==> config.mk <==
export PLATFORM = sky130hd
export DESIGN_NAME = evt_timer
export DESIGN_NICKNAME = d
export VERILOG_FILES = /design/src/rtl/evt_timer_pkg.sv /design/src/rtl/evt_timer_prescaler.sv /design/src/rtl/evt_timer_counter.sv /design/src/rtl/evt_timer_capture.sv /design/src/rtl/evt_timer.sv
export SDC_FILE = /design/constraint.sdc
export NUM_CORES = 1
export LEC_CHECK = 0
export ABC_AREA = 1
export BUFFER_PORTS_ARGS = -buffer_cell sky130_fd_sc_hd__buf_4
export CAP_MARGIN = 10
export CELL_PAD_IN_SITES_DETAIL_PLACEMENT = 1
export CELL_PAD_IN_SITES_GLOBAL_PLACEMENT = 1
export CORE_ASPECT_RATIO = 0.5
export CORE_MARGIN = 2
export CORE_UTILIZATION = 42
export DETAILED_ROUTE_END_ITERATION = 12
export GPL_TIMING_DRIVEN = 0
export PLACE_DENSITY = 0.91
export SYNTH_ARGS = -nofsm -noshare
export SYNTH_HDL_FRONTEND = slang
export SYNTH_SLANG_ARGS = --single-unit
==> constraint.sdc <==
create_clock -name clk -period 2.46 [get_ports clk]
set_input_delay 0.123 -clock clk [delete_from_list [all_inputs] [get_ports clk]]
set_output_delay 0.123 -clock clk [all_outputs]
set_load 0.03 [all_outputs]
==> src/rtl/evt_timer_pkg.sv <==
package evt_timer_pkg;
  localparam int CNT_W   = 16;
  localparam int ADDR_W  = 3;
  localparam int PRE_W   = 8;

  localparam logic [ADDR_W-1:0] A_RELOAD  = 3'd0;
  localparam logic [ADDR_W-1:0] A_COUNT   = 3'd1;
  localparam logic [ADDR_W-1:0] A_CTRL    = 3'd2;
  localparam logic [ADDR_W-1:0] A_CAPTURE = 3'd3;
  localparam logic [ADDR_W-1:0] A_STATUS  = 3'd4;
  localparam logic [ADDR_W-1:0] A_CLEAR   = 3'd5;

  localparam int B_UP     = 0;
  localparam int B_PSEL_L = 2;
  localparam int B_EN     = 4;
  localparam int B_ESEL_L = 8;

  localparam logic [CNT_W-1:0] CTRL_MASK = 16'h1F1D;

  function automatic logic [PRE_W-1:0] pre_last(input logic [1:0] sel);
    case (sel)
      2'd0:    pre_last = 8'd0;
      2'd1:    pre_last = 8'd3;
      2'd2:    pre_last = 8'd15;
      default: pre_last = 8'd255;
    endcase
  endfunction
endpackage

==> src/rtl/evt_timer_prescaler.sv <==
module evt_timer_prescaler
  import evt_timer_pkg::*;
#(
  parameter int PW = PRE_W
) (
  input  logic       clk,
  input  logic       rst_n,
  input  logic       run,
  input  logic       restart,
  input  logic [1:0] sel,
  output logic       tick
);
  logic [PW-1:0] pcnt;
  logic [PW-1:0] last;

  assign last = pre_last(sel);
  assign tick = run && !restart && (pcnt >= last);

  always_ff @(posedge clk or negedge rst_n) begin
    if (!rst_n)       pcnt <= '0;
    else if (restart) pcnt <= '0;
    else if (run)     pcnt <= tick ? '0 : pcnt + 1'b1;
  end

  // at ratios above one, ticks are separated by idle cycles
  p_tick_gap_r3: assert property (@(posedge clk) disable iff (!rst_n)
    (tick && sel != 2'd0) |=> (!tick || sel == 2'd0));
endmodule

==> src/rtl/evt_timer_counter.sv <==
module evt_timer_counter
  import evt_timer_pkg::*;
#(
  parameter int W = CNT_W
) (
  input  logic         clk,
  input  logic         rst_n,
  input  logic         run,
  input  logic         tick,
  input  logic         start,
  input  logic         up,
  input  logic [W-1:0] reload,
  output logic [W-1:0] cnt,
  output logic         expire
);
  localparam logic [W-1:0] FULL = {W{1'b1}};
  localparam logic [W-1:0] NEAR = FULL - 1'b1;
  localparam logic [W-1:0] ONE  = {{(W-1){1'b0}}, 1'b1};

  logic hit;
  logic step;

  assign hit    = up ? (cnt >= NEAR) : (cnt <= ONE);
  assign step   = run && tick && !start;
  assign expire = step && hit;

  always_ff @(posedge clk or negedge rst_n) begin
    if (!rst_n)      cnt <= '0;
    else if (start)  cnt <= reload;
    else if (step) begin
      if (hit)       cnt <= reload;
      else if (up)   cnt <= cnt + 1'b1;
      else           cnt <= cnt - 1'b1;
    end
  end

  // a stopped counter keeps its value
  p_hold_r2: assert property (@(posedge clk) disable iff (!rst_n)
    (!run && !start) |=> $stable(cnt));
  // ordinary down step
  p_down_step_r4: assert property (@(posedge clk) disable iff (!rst_n)
    (step && !up && cnt > ONE) |=> (cnt == $past(cnt) - 1'b1));
endmodule

==> src/rtl/evt_timer_capture.sv <==
module evt_timer_capture
  import evt_timer_pkg::*;
#(
  parameter int W     = CNT_W,
  parameter int N_EVT = 32,
  localparam int SW   = $clog2(N_EVT)
) (
  input  logic             clk,
  input  logic             rst_n,
  input  logic [N_EVT-1:0] evt,
  input  logic [SW-1:0]    sel,
  input  logic [W-1:0]     count,
  input  logic             clr,
  output logic [W-1:0]     cap_q,
  output logic             pend
);
  logic [N_EVT-1:0] evt_d;
  logic [N_EVT-1:0] rise;
  logic             hit;

  genvar gi;
  generate
    for (gi = 0; gi < N_EVT; gi++) begin : g_edge
      always_ff @(posedge clk or negedge rst_n) begin
        if (!rst_n) evt_d[gi] <= 1'b0;
        else        evt_d[gi] <= evt[gi];
      end
      assign rise[gi] = evt[gi] & ~evt_d[gi];
    end
  endgenerate

  assign hit = rise[sel];

  always_ff @(posedge clk or negedge rst_n) begin
    if (!rst_n) begin
      cap_q <= '0;
      pend  <= 1'b0;
    end else if (hit && !pend) begin
      cap_q <= count;
      pend  <= 1'b1;
    end else if (clr) begin
      pend  <= 1'b0;
    end
  end

  // a capture takes the count present at the edge
  p_cap_take_r7: assert property (@(posedge clk) disable iff (!rst_n)
    (hit && !pend) |=> (pend && cap_q == $past(count)));
  // pending capture stays frozen until cleared
  p_cap_frozen_r8: assert property (@(posedge clk) disable iff (!rst_n)
    (pend && !clr) |=> (pend && $stable(cap_q)));
endmodule

==> src/rtl/evt_timer.sv <==
module evt_timer
  import evt_timer_pkg::*;
#(
  parameter int N_EVT = 32,
  localparam int SW   = $clog2(N_EVT)
) (
  input  logic              clk,
  input  logic              rst_n,
  input  logic              wr_en,
  input  logic [ADDR_W-1:0] wr_addr,
  input  logic [CNT_W-1:0]  wr_data,
  input  logic [ADDR_W-1:0] rd_addr,
  output logic [CNT_W-1:0]  rd_data,
  input  logic [N_EVT-1:0]  evt_in,
  output logic              irq_timeout,
  output logic              irq_capture
);
  logic [CNT_W-1:0] reload_q;
  logic [CNT_W-1:0] ctrl_q;
  logic [CNT_W-1:0] cnt;
  logic [CNT_W-1:0] cap_q;
  logic             to_q;
  logic             pend;
  logic             run;
  logic             start;
  logic             tick;
  logic             expire;
  logic             clr_to;
  logic             clr_cap;
  logic             wr_ctrl;

  assign run     = ctrl_q[B_EN];
  assign wr_ctrl = wr_en && (wr_addr == A_CTRL);
  assign start   = wr_ctrl && wr_data[B_EN] && !run;
  assign clr_to  = wr_en && (wr_addr == A_CLEAR) && wr_data[0];
  assign clr_cap = wr_en && (wr_addr == A_CLEAR) && wr_data[1];

  always_ff @(posedge clk or negedge rst_n) begin
    if (!rst_n) begin
      reload_q <= '0;
      ctrl_q   <= '0;
    end else if (wr_en) begin
      if (wr_addr == A_RELOAD) reload_q <= wr_data;
      if (wr_ctrl)             ctrl_q   <= wr_data & CTRL_MASK;
    end
  end

  always_ff @(posedge clk or negedge rst_n) begin
    if (!rst_n)      to_q <= 1'b0;
    else if (expire) to_q <= 1'b1;
    else if (clr_to) to_q <= 1'b0;
  end

  evt_timer_prescaler u_pre (
    .clk     (clk),
    .rst_n   (rst_n),
    .run     (run),
    .restart (start),
    .sel     (ctrl_q[B_PSEL_L +: 2]),
    .tick    (tick)
  );

  evt_timer_counter #(.W(CNT_W)) u_cnt (
    .clk     (clk),
    .rst_n   (rst_n),
    .run     (run),
    .tick    (tick),
    .start   (start),
    .up      (ctrl_q[B_UP]),
    .reload  (reload_q),
    .cnt     (cnt),
    .expire  (expire)
  );

  evt_timer_capture #(.W(CNT_W), .N_EVT(N_EVT)) u_cap (
    .clk     (clk),
    .rst_n   (rst_n),
    .evt     (evt_in),
    .sel     (ctrl_q[B_ESEL_L +: SW]),
    .count   (cnt),
    .clr     (clr_cap),
    .cap_q   (cap_q),
    .pend    (pend)
  );

  always_comb begin
    case (rd_addr)
      A_RELOAD:  rd_data = reload_q;
      A_COUNT:   rd_data = cnt;
      A_CTRL:    rd_data = ctrl_q;
      A_CAPTURE: rd_data = cap_q;
      A_STATUS:  rd_data = {{(CNT_W-2){1'b0}}, pend, to_q};
      default:   rd_data = '0;
    endcase
  end

  assign irq_timeout = to_q;
  assign irq_capture = pend;

  // the timeout flag is sticky until a clear write
  p_to_sticky_r6: assert property (@(posedge clk) disable iff (!rst_n)
    (irq_timeout && !clr_to) |=> irq_timeout);
  // the flag rises only on a reload event
  p_to_cause_r6: assert property (@(posedge clk) disable iff (!rst_n)
    (!irq_timeout && !expire) |=> !irq_timeout);
endmodule

* After elaboration in Yosys (flattened, before gate mapping)
Cells that the tools add are included.
W data, S select, Z words.
** Storage, ports and cells
- Register bits :: 99
- Bits in latches :: 0
- Bits in writable memories :: 0
- ROM bits :: 0
- Input bits :: 57
- Output and inout bits :: 18
- Logic and storage cells :: 158
- Memories :: 0
** Cells by class
- $add $sub $neg :: 3
- Multipliers :: 0
- Div/mod/pow operators :: 0
- $lt $le $gt $ge :: 4
- Equality and inequality tests :: 8
- Shift-type cells :: 0
- Multiplexer cells :: 16
- Bitwise logic cells :: 64
- Reductions and logical operators :: 24
** Operator list (count)
- $pmux W16 S5 :: 1
- $mux W16 :: 4
- $and A1 B1 Y1 :: 32
- $not A1 Y1 :: 32
- $mux W8 :: 3
- $pmux W8 S3 :: 1
- $add A16 B1 Y16 const B :: 1
- $ge A16 B16 Y1 const B :: 1
- $le A16 B1 Y1 const B :: 1
- $sub A16 B1 Y16 const B :: 1
- $logic_and A1 B1 Y1 :: 12
- $eq A3 B2 Y1 const B :: 3
- $add A8 B1 Y8 const B :: 1
- $ge A8 B8 Y1 :: 1
- $reduce_bool A2 Y1 :: 4
- $eq A3 B3 Y1 const B :: 2
- $logic_not A3 Y1 :: 2
- $lt A5 B6 Y1 const B :: 1
- $mux W1 :: 6
- $bmux W1 S5 :: 1
- $reduce_and A2 Y1 :: 2
- $eq A3 B1 Y1 const B :: 1
- $logic_not A1 Y1 :: 3
- $eq A2 B1 Y1 const B :: 1
- other kinds (2) :: 2

* Longest topological paths before layout
- Word-level depth :: 11
- Gate-level depth with buffers :: 13
- Mapped depth without buffers :: 13

* By module
From an unflattened synthesis, not the netlist that was laid out.
** Second synthesis, totals
- Cell total of the unflattened synthesis :: 838
- Area, all modules :: 5911.9 um^2
** By module, submodules not included
- evt_timer_capture :: instances 1, cells each 205, area an instance 1970.6 um^2, sequential area each 1226.2 um^2
- evt_timer_counter :: instances 1, cells each 304, area an instance 1721.7 um^2, sequential area each 400.4 um^2
- evt_timer :: instances 1, cells each 229, area an instance 1570.3 um^2, sequential area each 650.6 um^2
- evt_timer_prescaler :: instances 1, cells each 100, area an instance 649.4 um^2, sequential area each 200.2 um^2

* Least setup slack after synthesis
No wires, ideal clock.
- Path kind :: reg2reg
- Start :: register u_cnt.cnt[0]
- End :: register u_cnt.cnt[15]
- Library setup time :: 117 ps
- Arrival time :: 1655 ps
- Path slack :: 688 ps
- Stages on the path, launching flop included :: 11
- Path buffers :: 1
- Clock period less this slack :: 1772 ps
- Cells stage by stage :: dfrtp_1 > inv_1 > ha_1 > o211a_1 > nand3_1 > nand2_1 > nor2_2 > buf_4 > nand3_1 > nand3_1 > nand2_1
** On the way
- Longest elaborated chain between the ends :: 5
- Elaborated cells on any way between the ends :: 9
** RTL lines
- from (decl) :: RTL line evt_timer_counter.sv:13 : output logic [W-1:0] cnt,
- from (signal assigned) :: RTL line evt_timer_counter.sv:29 : else if (start) cnt <= reload;
- from (signal assigned) :: RTL line evt_timer_counter.sv:31 : if (hit) cnt <= reload;
- from (signal assigned) :: RTL line evt_timer_counter.sv:32 : else if (up) cnt <= cnt + 1'b1;
- $sub A16 B1 Y16 (tied with other cells) :: RTL line evt_timer_counter.sv:33 : else cnt <= cnt - 1'b1;
- $mux W16 / $mux W1 (equally long branches) :: RTL line evt_timer_counter.sv:32, evt_timer_counter.sv:23
- $mux W16 * :: RTL line evt_timer_counter.sv:31
- $mux W16 * :: RTL line evt_timer_counter.sv:30 : else if (step) begin
- $mux W16 * :: RTL line evt_timer_counter.sv:29
Every way passes the cells marked *; elsewhere a longest branch is shown, timed or not. The select of a mux whose other input is x is not followed.
A chain may end at the register's enable or synchronous reset.

* Worst setup path in the final report
- Start :: register u_cnt.cnt[0]
- End :: register u_cnt.cnt[8]
The elaborated chain is that of the path after synthesis.

==> flow_summary.ini <==
[outcome]
status = finished, final reports clean

[power]
power_density_nw_per_um2 = 936
power_w = 0.00643
cellLeakagePower_nw = 3.40
vdd_drop_max_mv = 0.457

[layout]
nFillCells = 1549
layout_common_cells = nand2_1 (207), dfrtp_1 (99), nand3_1 (98)
fin_nets = 898
drive_above_1_share_pct = 14.4
final_area_um2 = 6870
final_common_cell = nand2_1
area_growth_pct = 26.7

[sta]
setup_viol = 0
fmax_mhz = 425
whs_ps = 1.23
finalHoldViolCount = 0
slew_violations = 0
tns_ps = 0
worstMarginPinSlew_ps = 745
finClkSkew_ps = 11.6
slew_headroom_pct = 50.3
post-route-min-period_ps = 2350
rsz0062_at_grt = no
post-route-period-util_pct = 95.7

[logic_synthesis]
netlist.area_leader.share_pct = 45.7
ys_warn_count = 0
synthCells = 707
syn_avg_cell_area_um2 = 7.66
yosys.area.top_type = dfrtp_1
synth-seq-cells = 99
synth_cell_types = 35
syn_area_um2 = 5420
yosys-top-cells-area = dfrtp_1 (46%), nand2_1 (14%), nand3_1 (9.1%)
syn_nets = 777
synth-seq-area-share_pct = 45.7

[global_route]
grt_max_degree = 69
grt_util_all_layers_pct = 29.4
grt_pass1_wl_um = 31400
gr-total-overflow = 0
grt_pass1_vias = 5925
antenna_found_initial = 3

[die]
start_util_pct = 42.9
core_um2 = 12600
io_pins = 75
num_rows = 29
die_height_um = 84.3
die-area_um2 = 13900
dieWidth_um = 165

[placement]
dpl.hpwl_um = 13300
place_area_um2 = 6220
port_buffers = 74
gp_congestion = 0.909

[clock_tree]
cts_tree = built
cts.sinks = 99
clk_pin_slew_ps = 80
cts_made_buffers = 9
cts_setup_buffers = 0
cts_root_buffer = clkbuf_16
h-tree-depth = 3
clk_path_buf_depth = 2
clk_latency_ps = 360

[route]
wire_per_inst_um = 19.5
antenna_left = 0
dr.pass1.iters = 5
routed_via_density = 5.51
routed_wl_um = 19600
vias = 5540
drc = 0
drt-initial-drc-count = 365

[worst_setup_path]
reg2reg_depth = 10
timing.rr.start = u_cnt.cnt[0]
worst-r2r-setup-slack_ps = 110
endpoint_kind = register
rr_endpoint = u_cnt.cnt[8]
cp.arrival_ps = 2590
required_ps = 2700
cp_max_fo = 10
crit_type = reg2reg
start_kind = register

[worst_hold_path]
min_to = ctrl_q[3]
min_from = wr_data[3]
whs_path_depth = 3
hp-class = in2reg

[flow_run]
cap_violations = 0
==> power breakdown <==
part | total, W | internal (W) | switching, W
registers | 0.00238 | 0.00201 | 0.000376
clock network | 0.00143 | 0.000716 | 0.000714
logic | 0.00262 | 0.000913 | 0.00170
==> state kept, by name, summed over array words and instances (netlist names) <==
signal	cells
irq_timeout	1
ctrl_q	9
u_cap.cap_q	16
u_cap.pend	1
reload_q	16
u_pre.pcnt	8
u_cnt.cnt	16
u_cap.evt_d	32
==> layer usage <==
layer	GRT usage, %	vias to the layer above	share of wire (%)
met5	0	-	0
met4	12.8	0	3.4
met3	6.32	46	4.4
met2	51.0	159	50
met1	35.4	2793	42
li1	-	2542	-
==> how the worst max path moves through the flow <==
stage                    endpoint          from
global placement       rd_data[2]    rd_addr[2]
global route         u_cnt.cnt[8]  u_cnt.cnt[0]
CTS                  u_cnt.cnt[8]  u_cnt.cnt[0]
detailed placement   u_cnt.cnt[8]  u_cnt.cnt[0]
floorplan           u_cnt.cnt[15]  u_cnt.cnt[0]
finish               u_cnt.cnt[8]  u_cnt.cnt[0]
==> repair_timing <==
action | CTS | global route
resized for setup | 0 | 1
hold buffers | 34 | 0
endpoints found under the hold margin | 64 | 0
endpoints found under the setup margin | 0 | 2
==> critical path, stage by stage (launching register included) <==
cell and delay, ps:
dfrtp_1 490, inv_1 180, ha_1 260, o211a_1 240, nand3_1 70, nand2_1 120
nor2_2 340, buf_4 270, nand2_1 80, nand3_1 100, o21ai_1 80
==> logic make-up after synthesis <==
| kind of cell | share of synthesized area, % |
|---|---|
| buffers and inverters | 8.48 |
| flip-flops | 45.7 |
| AO/OA/AOI/OAI | 8.57 |
| adder cells (fa/ha/maj) | 3.00 |
| AND/OR/NAND/NOR | 31.8 |
| XOR/XNOR | 2.43 |
==> cell type report <==
cell class	count	area [um^2]	area share, %
Inverter	80	300	4.37
Clock buffer	9	225	3.28
Antenna cell	2	5.00	0.0729
Tap cell	170	213	3.10
Buffer	24	159	2.31
Timing Repair Buffer	110	931	13.6
Sequential cell	99	2480	36.1
Clock inverter	7	70.1	1.02
Multi-Input combinational cell	504	2480	36.2
==> metrics by stage <==
| step | instances | util [%] | setup slack [ps] |
|---|---|---|---|
| global placement | 951 | 49.0 | 254 |
| detailed placement | 953 | 49.3 | 149 |
| floorplan | 707 | - | 688 |
| global route | 1005 | 54.4 | 15.3 |
| finish | 1005 | 54.4 | 107 |
| CTS | 1003 | 54.3 | 120 |
==> synth_stat cells <==
cell	n
xnor2_1	2
a21oi_1	20
o31ai_1	1
inv_1	74
nor4_4	1
a22oi_1	1
buf_6	7
nor2_2	1
xor2_1	13
nand3_1	98
o21a_1	1
o2111ai_1	8
clkinv_1	2
nor3_1	7
o22ai_1	4
inv_2	4
clkbuf_1	10
a32o_1	1
o21ai_2	1
buf_2	4
nand2_2	1
o221ai_1	6
buf_4	3
nand2_1	207
dfrtp_1	99
nor2_1	67
nor4_1	1
o21ai_0	30
nand4_1	9
o211a_1	1
o21ai_1	3
ha_1	13
nand2_4	4
nand3b_1	2
nor2_4	1
Note: power is estimated with default switching activity, not from simulation.
